File: src/rtl/adcseq_pkg.sv
package adcseq_pkg;
  localparam int ID_W   = 5;
  localparam int CHAN_W = 4;
  localparam int WORD_W = 8;
  localparam int RES_W  = 16;

  typedef struct packed {
    logic              valid;
    logic [ID_W-1:0]   id;
    logic [CHAN_W-1:0] chan;
    logic              simul;
  } slot_t;

  typedef struct packed {
    logic loadIdle;
    logic frameEnd;
    logic acceptRun;
    logic tick;
    logic clkWin;
  } strobe_t;
endpackage

File: src/rtl/adcseq_ctrl.sv
module adcseq_ctrl
  import adcseq_pkg::*;
#(
  parameter int DIV_W     = 4,
  parameter int TIM_W     = 5,
  parameter int NCK_W     = 5,
  parameter int CNT_W     = 7,
  parameter int START_LAT = 4
) (
  input  logic             clk,
  input  logic             rstN,
  input  logic [DIV_W-1:0] clkDiv,
  input  logic [TIM_W-1:0] tCsck,
  input  logic [NCK_W-1:0] nck,
  input  logic [TIM_W-1:0] tCkcs,
  input  logic [TIM_W-1:0] tCsCs,
  input  logic             evtValid,
  input  logic             ctrlBusy,
  input  logic             convBusy,
  output logic             evtReady,
  output logic             csN,
  output logic             sclk,
  output logic [CNT_W-1:0] bitIdx,
  output strobe_t          stb
);
  localparam int LAT_W = $clog2(START_LAT + 1);

  typedef enum logic [1:0] {S_IDLE, S_START, S_RUN} state_t;

  state_t           state;
  logic [LAT_W-1:0] latCnt;
  logic [DIV_W-1:0] divCnt;
  logic [CNT_W-1:0] aCnt;

  logic [CNT_W-1:0] clkBeg, clkEnd, csLen, frameLen;
  logic [DIV_W:0]   hiLen;
  logic             running, tick, lastA, keepGoing;

  assign clkBeg   = CNT_W'(tCsck);
  assign clkEnd   = clkBeg + CNT_W'(nck);
  assign csLen    = clkEnd + CNT_W'(tCkcs);
  assign frameLen = csLen + CNT_W'(tCsCs);
  assign hiLen    = ({1'b0, clkDiv} + 1'b1) >> 1;

  assign running   = (state == S_RUN);
  assign tick      = running && (divCnt == clkDiv);
  assign lastA     = (aCnt == frameLen - 1'b1);
  assign keepGoing = ctrlBusy || convBusy || evtValid;

  assign stb.tick      = tick;
  assign stb.clkWin    = running && (aCnt >= clkBeg) && (aCnt < clkEnd);
  assign stb.frameEnd  = tick && lastA;
  assign stb.acceptRun = tick && lastA && evtValid;
  assign stb.loadIdle  = (state == S_IDLE) && evtValid;

  assign evtReady = (state == S_IDLE) || (tick && lastA);
  assign csN      = !(running && (aCnt < csLen));
  assign sclk     = stb.clkWin && ({1'b0, divCnt} < hiLen);
  assign bitIdx   = aCnt - clkBeg;

  always_ff @(posedge clk) begin
    if (!rstN) begin
      state  <= S_IDLE;
      latCnt <= '0;
      divCnt <= '0;
      aCnt   <= '0;
    end else begin
      case (state)
        S_IDLE: begin
          if (evtValid) begin
            state  <= S_START;
            latCnt <= '0;
          end
        end
        S_START: begin
          if (latCnt == LAT_W'(START_LAT - 1)) begin
            state  <= S_RUN;
            divCnt <= '0;
            aCnt   <= '0;
          end else begin
            latCnt <= latCnt + 1'b1;
          end
        end
        S_RUN: begin
          if (tick) begin
            divCnt <= '0;
            if (lastA) begin
              aCnt <= '0;
              if (!keepGoing) state <= S_IDLE;
            end else begin
              aCnt <= aCnt + 1'b1;
            end
          end else begin
            divCnt <= divCnt + 1'b1;
          end
        end
        default: state <= S_IDLE;
      endcase
    end
  end
endmodule

File: src/rtl/adcseq_dp.sv
module adcseq_dp
  import adcseq_pkg::*;
#(
  parameter int CNT_W = 7
) (
  input  logic              clk,
  input  logic              rstN,
  input  strobe_t           stb,
  input  logic [CNT_W-1:0]  bitIdx,
  input  logic              dualLane,
  input  logic [ID_W-1:0]   evtId,
  input  logic [CHAN_W-1:0] evtChan,
  input  logic              evtSimul,
  input  logic              dinLo,
  input  logic              dinHi,
  output logic              ctrlBusy,
  output logic              convBusy,
  output logic              dout,
  output logic              resValid,
  output logic [ID_W-1:0]   resId,
  output logic [RES_W-1:0]  resData
);
  localparam logic [3:0] NIB_SIM = 4'hF;
  localparam logic [3:0] NIB_SEQ = 4'hD;

  slot_t ctrlS, convS, dataS, newSlot;
  logic [WORD_W-1:0] ctrlWord;
  logic [RES_W-1:0]  rxSh, nextRx;
  logic [CNT_W-1:0]  needBits;
  logic              capEn, lastCap;

  assign newSlot  = '{valid: 1'b1, id: evtId, chan: evtChan, simul: evtSimul};
  assign ctrlWord = {ctrlS.chan, (ctrlS.simul ? NIB_SIM : NIB_SEQ)};
  assign ctrlBusy = ctrlS.valid;
  assign convBusy = convS.valid;

  assign dout = ctrlS.valid && stb.clkWin && (bitIdx < CNT_W'(WORD_W))
                && ctrlWord[~bitIdx[2:0]];

  assign needBits = dualLane ? CNT_W'(RES_W / 2) : CNT_W'(RES_W);
  assign capEn    = stb.tick && stb.clkWin && (bitIdx < needBits);
  assign lastCap  = capEn && (bitIdx == needBits - 1'b1);
  assign nextRx   = dualLane ? {rxSh[RES_W-3:0], dinLo, dinHi}
                             : {rxSh[RES_W-2:0], dinLo};

  always_ff @(posedge clk) begin
    if (!rstN) begin
      ctrlS <= '0;
      convS <= '0;
      dataS <= '0;
    end else if (stb.loadIdle) begin
      ctrlS <= newSlot;
    end else if (stb.frameEnd) begin
      dataS <= convS;
      convS <= ctrlS;
      ctrlS <= stb.acceptRun ? newSlot : '0;
    end
  end

  always_ff @(posedge clk) begin
    if (!rstN) begin
      rxSh     <= '0;
      resValid <= 1'b0;
      resId    <= '0;
      resData  <= '0;
    end else begin
      if (stb.frameEnd)  rxSh <= '0;
      else if (capEn)    rxSh <= nextRx;
      resValid <= lastCap && dataS.valid;
      if (lastCap && dataS.valid) begin
        resId   <= dataS.id;
        resData <= nextRx;
      end
    end
  end
endmodule

File: src/rtl/adc_serial_seq.sv
module adc_serial_seq
  import adcseq_pkg::*;
#(
  parameter int DIV_W     = 4,
  parameter int TIM_W     = 5,
  parameter int NCK_W     = 5,
  parameter int START_LAT = 4
) (
  input  logic              clk,
  input  logic              rstN,
  input  logic [DIV_W-1:0]  clkDiv,
  input  logic [TIM_W-1:0]  tCsck,
  input  logic [NCK_W-1:0]  nck,
  input  logic [TIM_W-1:0]  tCkcs,
  input  logic [TIM_W-1:0]  tCsCs,
  input  logic              dualLane,
  input  logic              evtValid,
  output logic              evtReady,
  input  logic [ID_W-1:0]   evtId,
  input  logic [CHAN_W-1:0] evtChan,
  input  logic              evtSimul,
  output logic              adcCsN,
  output logic              adcSclk,
  output logic              adcDout,
  input  logic              adcDin0,
  input  logic              adcDin1,
  output logic              resValid,
  output logic [ID_W-1:0]   resId,
  output logic [RES_W-1:0]  resData
);
  localparam int CNT_W = ((TIM_W > NCK_W) ? TIM_W : NCK_W) + 2;

  strobe_t          stb;
  logic [CNT_W-1:0] bitIdx;
  logic             ctrlBusy, convBusy;

  adcseq_ctrl #(
    .DIV_W(DIV_W), .TIM_W(TIM_W), .NCK_W(NCK_W),
    .CNT_W(CNT_W), .START_LAT(START_LAT)
  ) uCtrl (
    .clk(clk), .rstN(rstN), .clkDiv(clkDiv), .tCsck(tCsck), .nck(nck),
    .tCkcs(tCkcs), .tCsCs(tCsCs), .evtValid(evtValid),
    .ctrlBusy(ctrlBusy), .convBusy(convBusy), .evtReady(evtReady),
    .csN(adcCsN), .sclk(adcSclk), .bitIdx(bitIdx), .stb(stb)
  );

  adcseq_dp #(.CNT_W(CNT_W)) uDp (
    .clk(clk), .rstN(rstN), .stb(stb), .bitIdx(bitIdx), .dualLane(dualLane),
    .evtId(evtId), .evtChan(evtChan), .evtSimul(evtSimul),
    .dinLo(adcDin0), .dinHi(adcDin1), .ctrlBusy(ctrlBusy), .convBusy(convBusy),
    .dout(adcDout), .resValid(resValid), .resId(resId), .resData(resData)
  );
endmodule

File: config.mk
export PLATFORM = sky130hd
export DESIGN_NAME = adc_serial_seq
export DESIGN_NICKNAME = d
export VERILOG_FILES = /design/src/rtl/adcseq_pkg.sv /design/src/rtl/adcseq_ctrl.sv /design/src/rtl/adcseq_dp.sv /design/src/rtl/adc_serial_seq.sv
export SDC_FILE = /design/constraint.sdc
export NUM_CORES = 1
export LEC_CHECK = 0
export BUFFER_PORTS_ARGS = -buffer_cell sky130_fd_sc_hd__buf_2
export CORE_UTILIZATION = 53
export CTS_CLUSTER_DIAMETER = 40
export DETAILED_ROUTE_END_ITERATION = 10
export PLACE_DENSITY = 0.8
export SYNTH_ARGS = -nofsm -noshare
export SYNTH_HDL_FRONTEND = slang
export SYNTH_SLANG_ARGS = --single-unit
File: constraint.sdc
create_clock -name clk -period 4.4 [get_ports clk]
set_input_delay 0.44 -clock clk [delete_from_list [all_inputs] [get_ports clk]]
set_output_delay 0.44 -clock clk [all_outputs]
set_load 0.01 [all_outputs]
# Yosys cells after proc, flatten, opt, wreduce, memory -nomap -nowiden
# Cells that the tools add are included.
[totals] regBits=76 word_cells=101 input_bits=40
[op_classes] bitwise=3 n_reduce_logical=29 n_lt_le_gt_ge=7 add_sub_neg=10 n_mux=24 n_eq_ne=12
[op_table] cell="$mux 11" n=3
[op_table] cell="$lt 7x7->1" n=3
[op_table] cell="$mux 7" n=3
[op_table] cell="$mux 16" n=1
[op_table] cell="$logic_and 1x1->1" n=15
[op_table] cell="$add 7x5->7" n=2
[op_table] cell="$eq 7x7->1" n=2
[op_table] cell="$pmux 7 s2" n=1
[op_table] cell="$sub 7x1->7 const B" n=2
[op_table] cell="$mux 2" n=6
[op_table] cell="$ne 2x2->1 const B" n=5
[op_table] cell="$mux 4" n=2
[op_table] cell="$pmux 4 s2" n=1
[op_table] cell="$add 7x1->7 const B" n=1
[op_table] cell="$ge 7x5->1" n=1
[op_table] cell="$lt 7x4->1 const B" n=1
[op_table] cell="$sub 7x5->7" n=1
[op_table] cell="$add 5x5->6" n=1
[op_table] cell="$mux 3" n=2
[op_table] cell="$pmux 2 s3" n=1
[op_table] cell="$pmux 3 s2" n=1
[op_table] cell="$reduce_and 3->1" n=2
[op_table] cell="$reduce_bool 2->1" n=3
[op_table] cell="$add 4x1->5 const B" n=1
[op_table] cell="20 further kinds" n=24

# Logic depth before layout (Yosys ltp)
[logic_depth] word_depth=10 ltp_mapped=19

# Cells and area by module
# Synthesis repeated with hierarchy kept, for this count alone.
[unflattened] hier_cells=509 area_unflattened_um2=4594.4
[modules_own_cells] module="adcseq_ctrl" area_per_inst_um2=2323.5 n_inst=1 cells_per_inst=283
[modules_own_cells] module="adcseq_dp" area_per_inst_um2=2270.9 n_inst=1 cells_per_inst=226

# Worst setup path after synthesis
# OpenSTA, ideal clock, no wires.
[synth_path] kind="in2reg" from="input tCsck[0]" to="register uDp.rxSh[10]" path_slack_ns=-0.004 t_arrival_ns=4.277 path_stages=16 cell_sequence="ha_1 fa_1 fa_1 inv_1 ha_1 inv_1 ha_1 inv_1 fa_1 xor2_1 nand3_1 nor4_1 nand2_1 o31ai_2 clkbuf_1 nor2_1"
[synth_between] elab_chain_cells=7 elab_cells_between_ends=15 cone_classes="add/sub (5); order compare (3); eq/ne (1); reduce/logical (6)"
[synth_rtl] element="from (decl)" line_no="adc_serial_seq.sv:12" text="input logic [TIM_W-1:0] tCsck,"
[synth_rtl] element="$add 5x5->6" line_no="adcseq_ctrl.sv:40" text="assign clkEnd = clkBeg + CNT_W'(nck);"
[synth_rtl] element="$add 7x5->7" line_no="adcseq_ctrl.sv:41" text="assign csLen = clkEnd + CNT_W'(tCkcs);"
[synth_rtl] element="$add 7x5->7" line_no="adcseq_ctrl.sv:42" text="assign frameLen = csLen + CNT_W'(tCsCs);"
[synth_rtl] element="$sub 7x1->7" line_no="adcseq_ctrl.sv:47" text="assign lastA = (aCnt == frameLen - 1'b1);"
[synth_rtl] element="$eq 7x7->1" line_no="adcseq_ctrl.sv:47"
[synth_rtl] element="$logic_and 1x1->1" line_no="adcseq_ctrl.sv:52" text="assign stb.frameEnd = tick && lastA;"
[synth_rtl] element="$reduce_or 2->1 (no source line)"
[synth_rtl] element="to (signal assigned)" line_no="adcseq_dp.sv:68" text="else if (capEn) rxSh <= nextRx;"
[synth_rtl] element="to (decl)" line_no="adcseq_dp.sv:28" text="logic [RES_W-1:0] rxSh, nextRx;"
# Parallel ways exist; a longest one is shown, timed or not.
# A chain may end at the register's enable or synchronous reset.

# Worst setup path in the final report
[layout_path] from="input tCsck[0]" to="output evtReady"
[layout_between] elab_chain_cells=7
[layout_rtl] element="$add 5x5->6" line_no="adcseq_ctrl.sv:40"
[layout_rtl] element="$add 7x5->7" line_no="adcseq_ctrl.sv:41"
[layout_rtl] element="$add 7x5->7" line_no="adcseq_ctrl.sv:42"
[layout_rtl] element="$sub 7x1->7" line_no="adcseq_ctrl.sv:47"
[layout_rtl] element="$eq 7x7->1" line_no="adcseq_ctrl.sv:47"
[layout_rtl] element="$logic_and 1x1->1" line_no="adcseq_ctrl.sv:56" text="assign evtReady = (state == S_IDLE) || (tick && lastA);"
[layout_rtl] element="$logic_or 1x1->1" line_no="adcseq_ctrl.sv:56"
[layout_rtl] element="to (decl)" line_no="adc_serial_seq.sv:18" text="output logic evtReady,"
# No other way between the ends.

==> results.md <==
* Synth-to-layout area growth at 22.6%
* Arrival time of the worst setup path at 3900 ps
* EDFF count, synth at 0
* Layout cell share with drive strength beyond 1 at 27.7%
* WS Path Type: primary input to output pin
* Max-cap viol count at 0
* DRT Pass-1 Iters at 7
* Final #Nets at 719
* Pleak at 0.00282 µW
* Routability Congestion at 0.866
* Clk_skew at 10.2 ps
* Clock Tree Buf Depth at 2
* Fin. Hold Viols at 0
* Ys async rst share at 0%
* Most frequent cells in the layout: 76 x dfxtp_1, 64 x buf_2, 52 x mux2i_1
* Reg-to-reg slack, setup at 450 ps
* Cell variety after synth at 60
* Effective utilization at floorplan at 55.6%
* Die Span X at 98.4 µm
* CP startpoint kind: primary input
* Antenna fix cells at 0
* # H-tree levels at 3
* RSZ-0062 raised after global routing: yes
* Failing checks: design-rule violations
* Worst Max-Slew Pin Slew at 979 ps
* CP required at 3960 ps
* Global-route wire length before repair at between 15,000 and 20,000 µm
* Initial drt markers at approximately 150
* CTS tree: done
* Most common cell after layout, fill and taps aside: dfxtp_1
* Tot GR Track Use at 23.7%
* Post-Syn Nets at 628
* Hold WC Path Type: primary input to flop
* CP Max Fanout at 2
* Kind of end point of the critical path: output pin
* Cts hold-fix bufs at 0
* Synth warnings at 0
* Seq/Total Area, Yosys at around 31%
* Worst Hold Launch: evtSimul
* Core box area at 8850 µm²
* I/O Pins at 66
* Synth Flop Type: dfxtp_1
* Clock Sinks at 76
* Routed Antenna Nets at 0
* Initial antenna violation count at 0
* Syn_area_per_cell at 9.22 µm²
* # DRC at 4
* Post-route cell area at 6030 µm²
* Reg2reg path depth at 14
* Post-route minimum period at 4340 ps
* Number of buffers created by CTS at 9
* Power per cell area at between 400 and 500 nW/µm²
* Post-DP Area at 5500 µm²
* Rows at 34
* Die height at ~98 µm
* Relative slew slack at 34.7%
* Hold Path Sink: uDp.ctrlS[0]
* Pin count of the biggest net entering global routing at 66
* Worst skew pair latency at ~340 ps
* Final setup fails at 0
* Status: finished with violations
* Clock transition at the registers of the reported paths at 80 ps
* Total Power at 2570 µW
* Post-Syn Area at between 4000 and 5000 µm²
* Total grt overflow at 0
* Synth Instances at 534
* Clock root buffer: clkbuf_8
* Max Fclk at around 0.23 GHz
* Vias in the first global route at 3,947
* Reg2Reg Launch Point: uCtrl.aCnt[0]
* Max Slew Vio Count at 0
* Hold depth at 3
* Worst r2r dst: uDp.resData[2]
* Synth Register Bits at 76
* Vias/cell at 5.65
* Port Buffers at 65
* Die ar. at 9670 µm²
* DR WL/cell at 15.9 µm
* Final WL at ~12,000 µm
* Period Utilization, post-route at 98.6%
* Vias at 4,155
* Peak supply drop at 0.337 mV
* HPWL Detailed at 8260 µm
cell type report:
type	instances	area [µm²]
multi-input combinational	403	3440
fill	650	2820
sequential	76	1520
timing repair buffer	99	596
inverter	36	135
tap	108	135
clock buffer	9	124
clock inverter	5	78.8
synthesized netlist by cell type (all sizes together), types with 2 or more instances:
cell,number,area (µm²)
a2111oi,5,63.8
a211oi,3,35.0
a21boi,2,15.0
a21o,12,90.1
a21oi,20,100
and2,3,18.8
and3,3,18.8
and4,2,17.5
buf,7,47.5
clkbuf,12,45.0
dfxtp,76,1520
fa,4,80.1
ha,50,626
inv,36,135
mux2,16,180
mux2i,52,521
nand2,47,176
nand2b,10,62.6
nand3,14,70.1
nand4,6,37.5
nor2,27,101
nor2b,32,200
nor3,3,15.0
nor4b,2,17.5
o211a,3,30.0
o211ai,2,15.0
o21ai,11,58.8
o22ai,13,81.3
o31ai,4,40.0
or2,2,12.5
xnor2,22,200
xor2,16,140
worst max-delay path, cell delays in order:
cell	delay, ps
buf_4	130
ha_4	160
fa_2	550
fa_1	430
inv_2	90
ha_4	190
inv_2	60
ha_4	120
inv_2	40
fa_2	530
xor2_1	160
nand3_1	140
nor4_2	170
buf_4	170
nand2_4	60
nor2_4	120
a31o_1	190
buf_2	140
through the flow:
stage	util [%]	hold WS (ps)	worst slack, ps	setup TNS (ps)	cells
final	68.2	349	62.1	0	736
after global routing	68.2	334	-67.2	-67.2	736
after CTS	65.7	333	7.39	0	734
after detailed placement	62.1	458	-268	-9450	714
after global placement	62.1	445	-156	-4760	714
after floorplan	-	436	45.1	0	534
routing by layer:
layer | track usage (%) | share of wire (%) | up-vias
met5 | 0 | 0 | -
li1 | - | - | 2042
met1 | 30.3 | 44 | 2004
met4 | 6.08 | 0.85 | 0
met3 | 5.08 | 5.0 | 10
met2 | 40.5 | 50 | 99
power by group:
| part | leakage (µW) | switching, µW | total (µW) | internal, µW |
|---|---|---|---|---|
| Sequential | 0.000614 | 39.8 | 764 | 724 |
| Clock | 0.000105 | 245 | 557 | 312 |
| Combinational | 0.00210 | 655 | 1250 | 596 |
| Total | 0.00282 | 940 | 2570 | 1630 |
sequential cells by signal (all words and copies together) (netlist names):
register	flops
uCtrl.aCnt	7
uCtrl.divCnt	4
uDp.ctrlBusy	1
uDp.resValid	1
uCtrl.state	2
uDp.convBusy	1
uDp.convS	5
uDp.ctrlS	10
uDp.rxSh	15
uCtrl.latCnt	3
uDp.resId	5
uDp.dataS	6
uDp.resData	16
how the worst max path moves through the flow:
stage,endpoint,slack [ps],cells past startpoint,startpoint
2_1_floorplan,evtReady,50,15,tCsck[0]
3_3_place_gp,evtReady,-160,19,tCsck[0]
3_5_place_dp,uDp.dataS[6],-270,17,tCsck[0]
4_1_cts,evtReady,7,18,tCsck[0]
5_1_grt,evtReady,-70,19,tCsck[0]
6_report,evtReady,60,18,tCsck[0]
timing repair:
item                                    in CTS  in global routing
resized for setup                           16                 31
endpoints found under the setup margin       2                  5
buffers inserted                             6                  2
pin swaps                                    8                 19
kinds of logic (layout without fill, tap and decap cells):
kind of cell | after synthesis | after routing | synth area share, %
AOI/OAI and AO/OA | 85 | 85 | 12.5
xor gates and xnor gates | 38 | 38 | 6.92
adders and majority gates | 54 | 54 | 14.3
buffers and inverters | 55 | 149 | 4.63
DFF | 76 | 76 | 30.9
muxes | 68 | 68 | 14.2
and+or+nand+nor | 158 | 158 | 16.4
(Power assumes the default switching activity.)
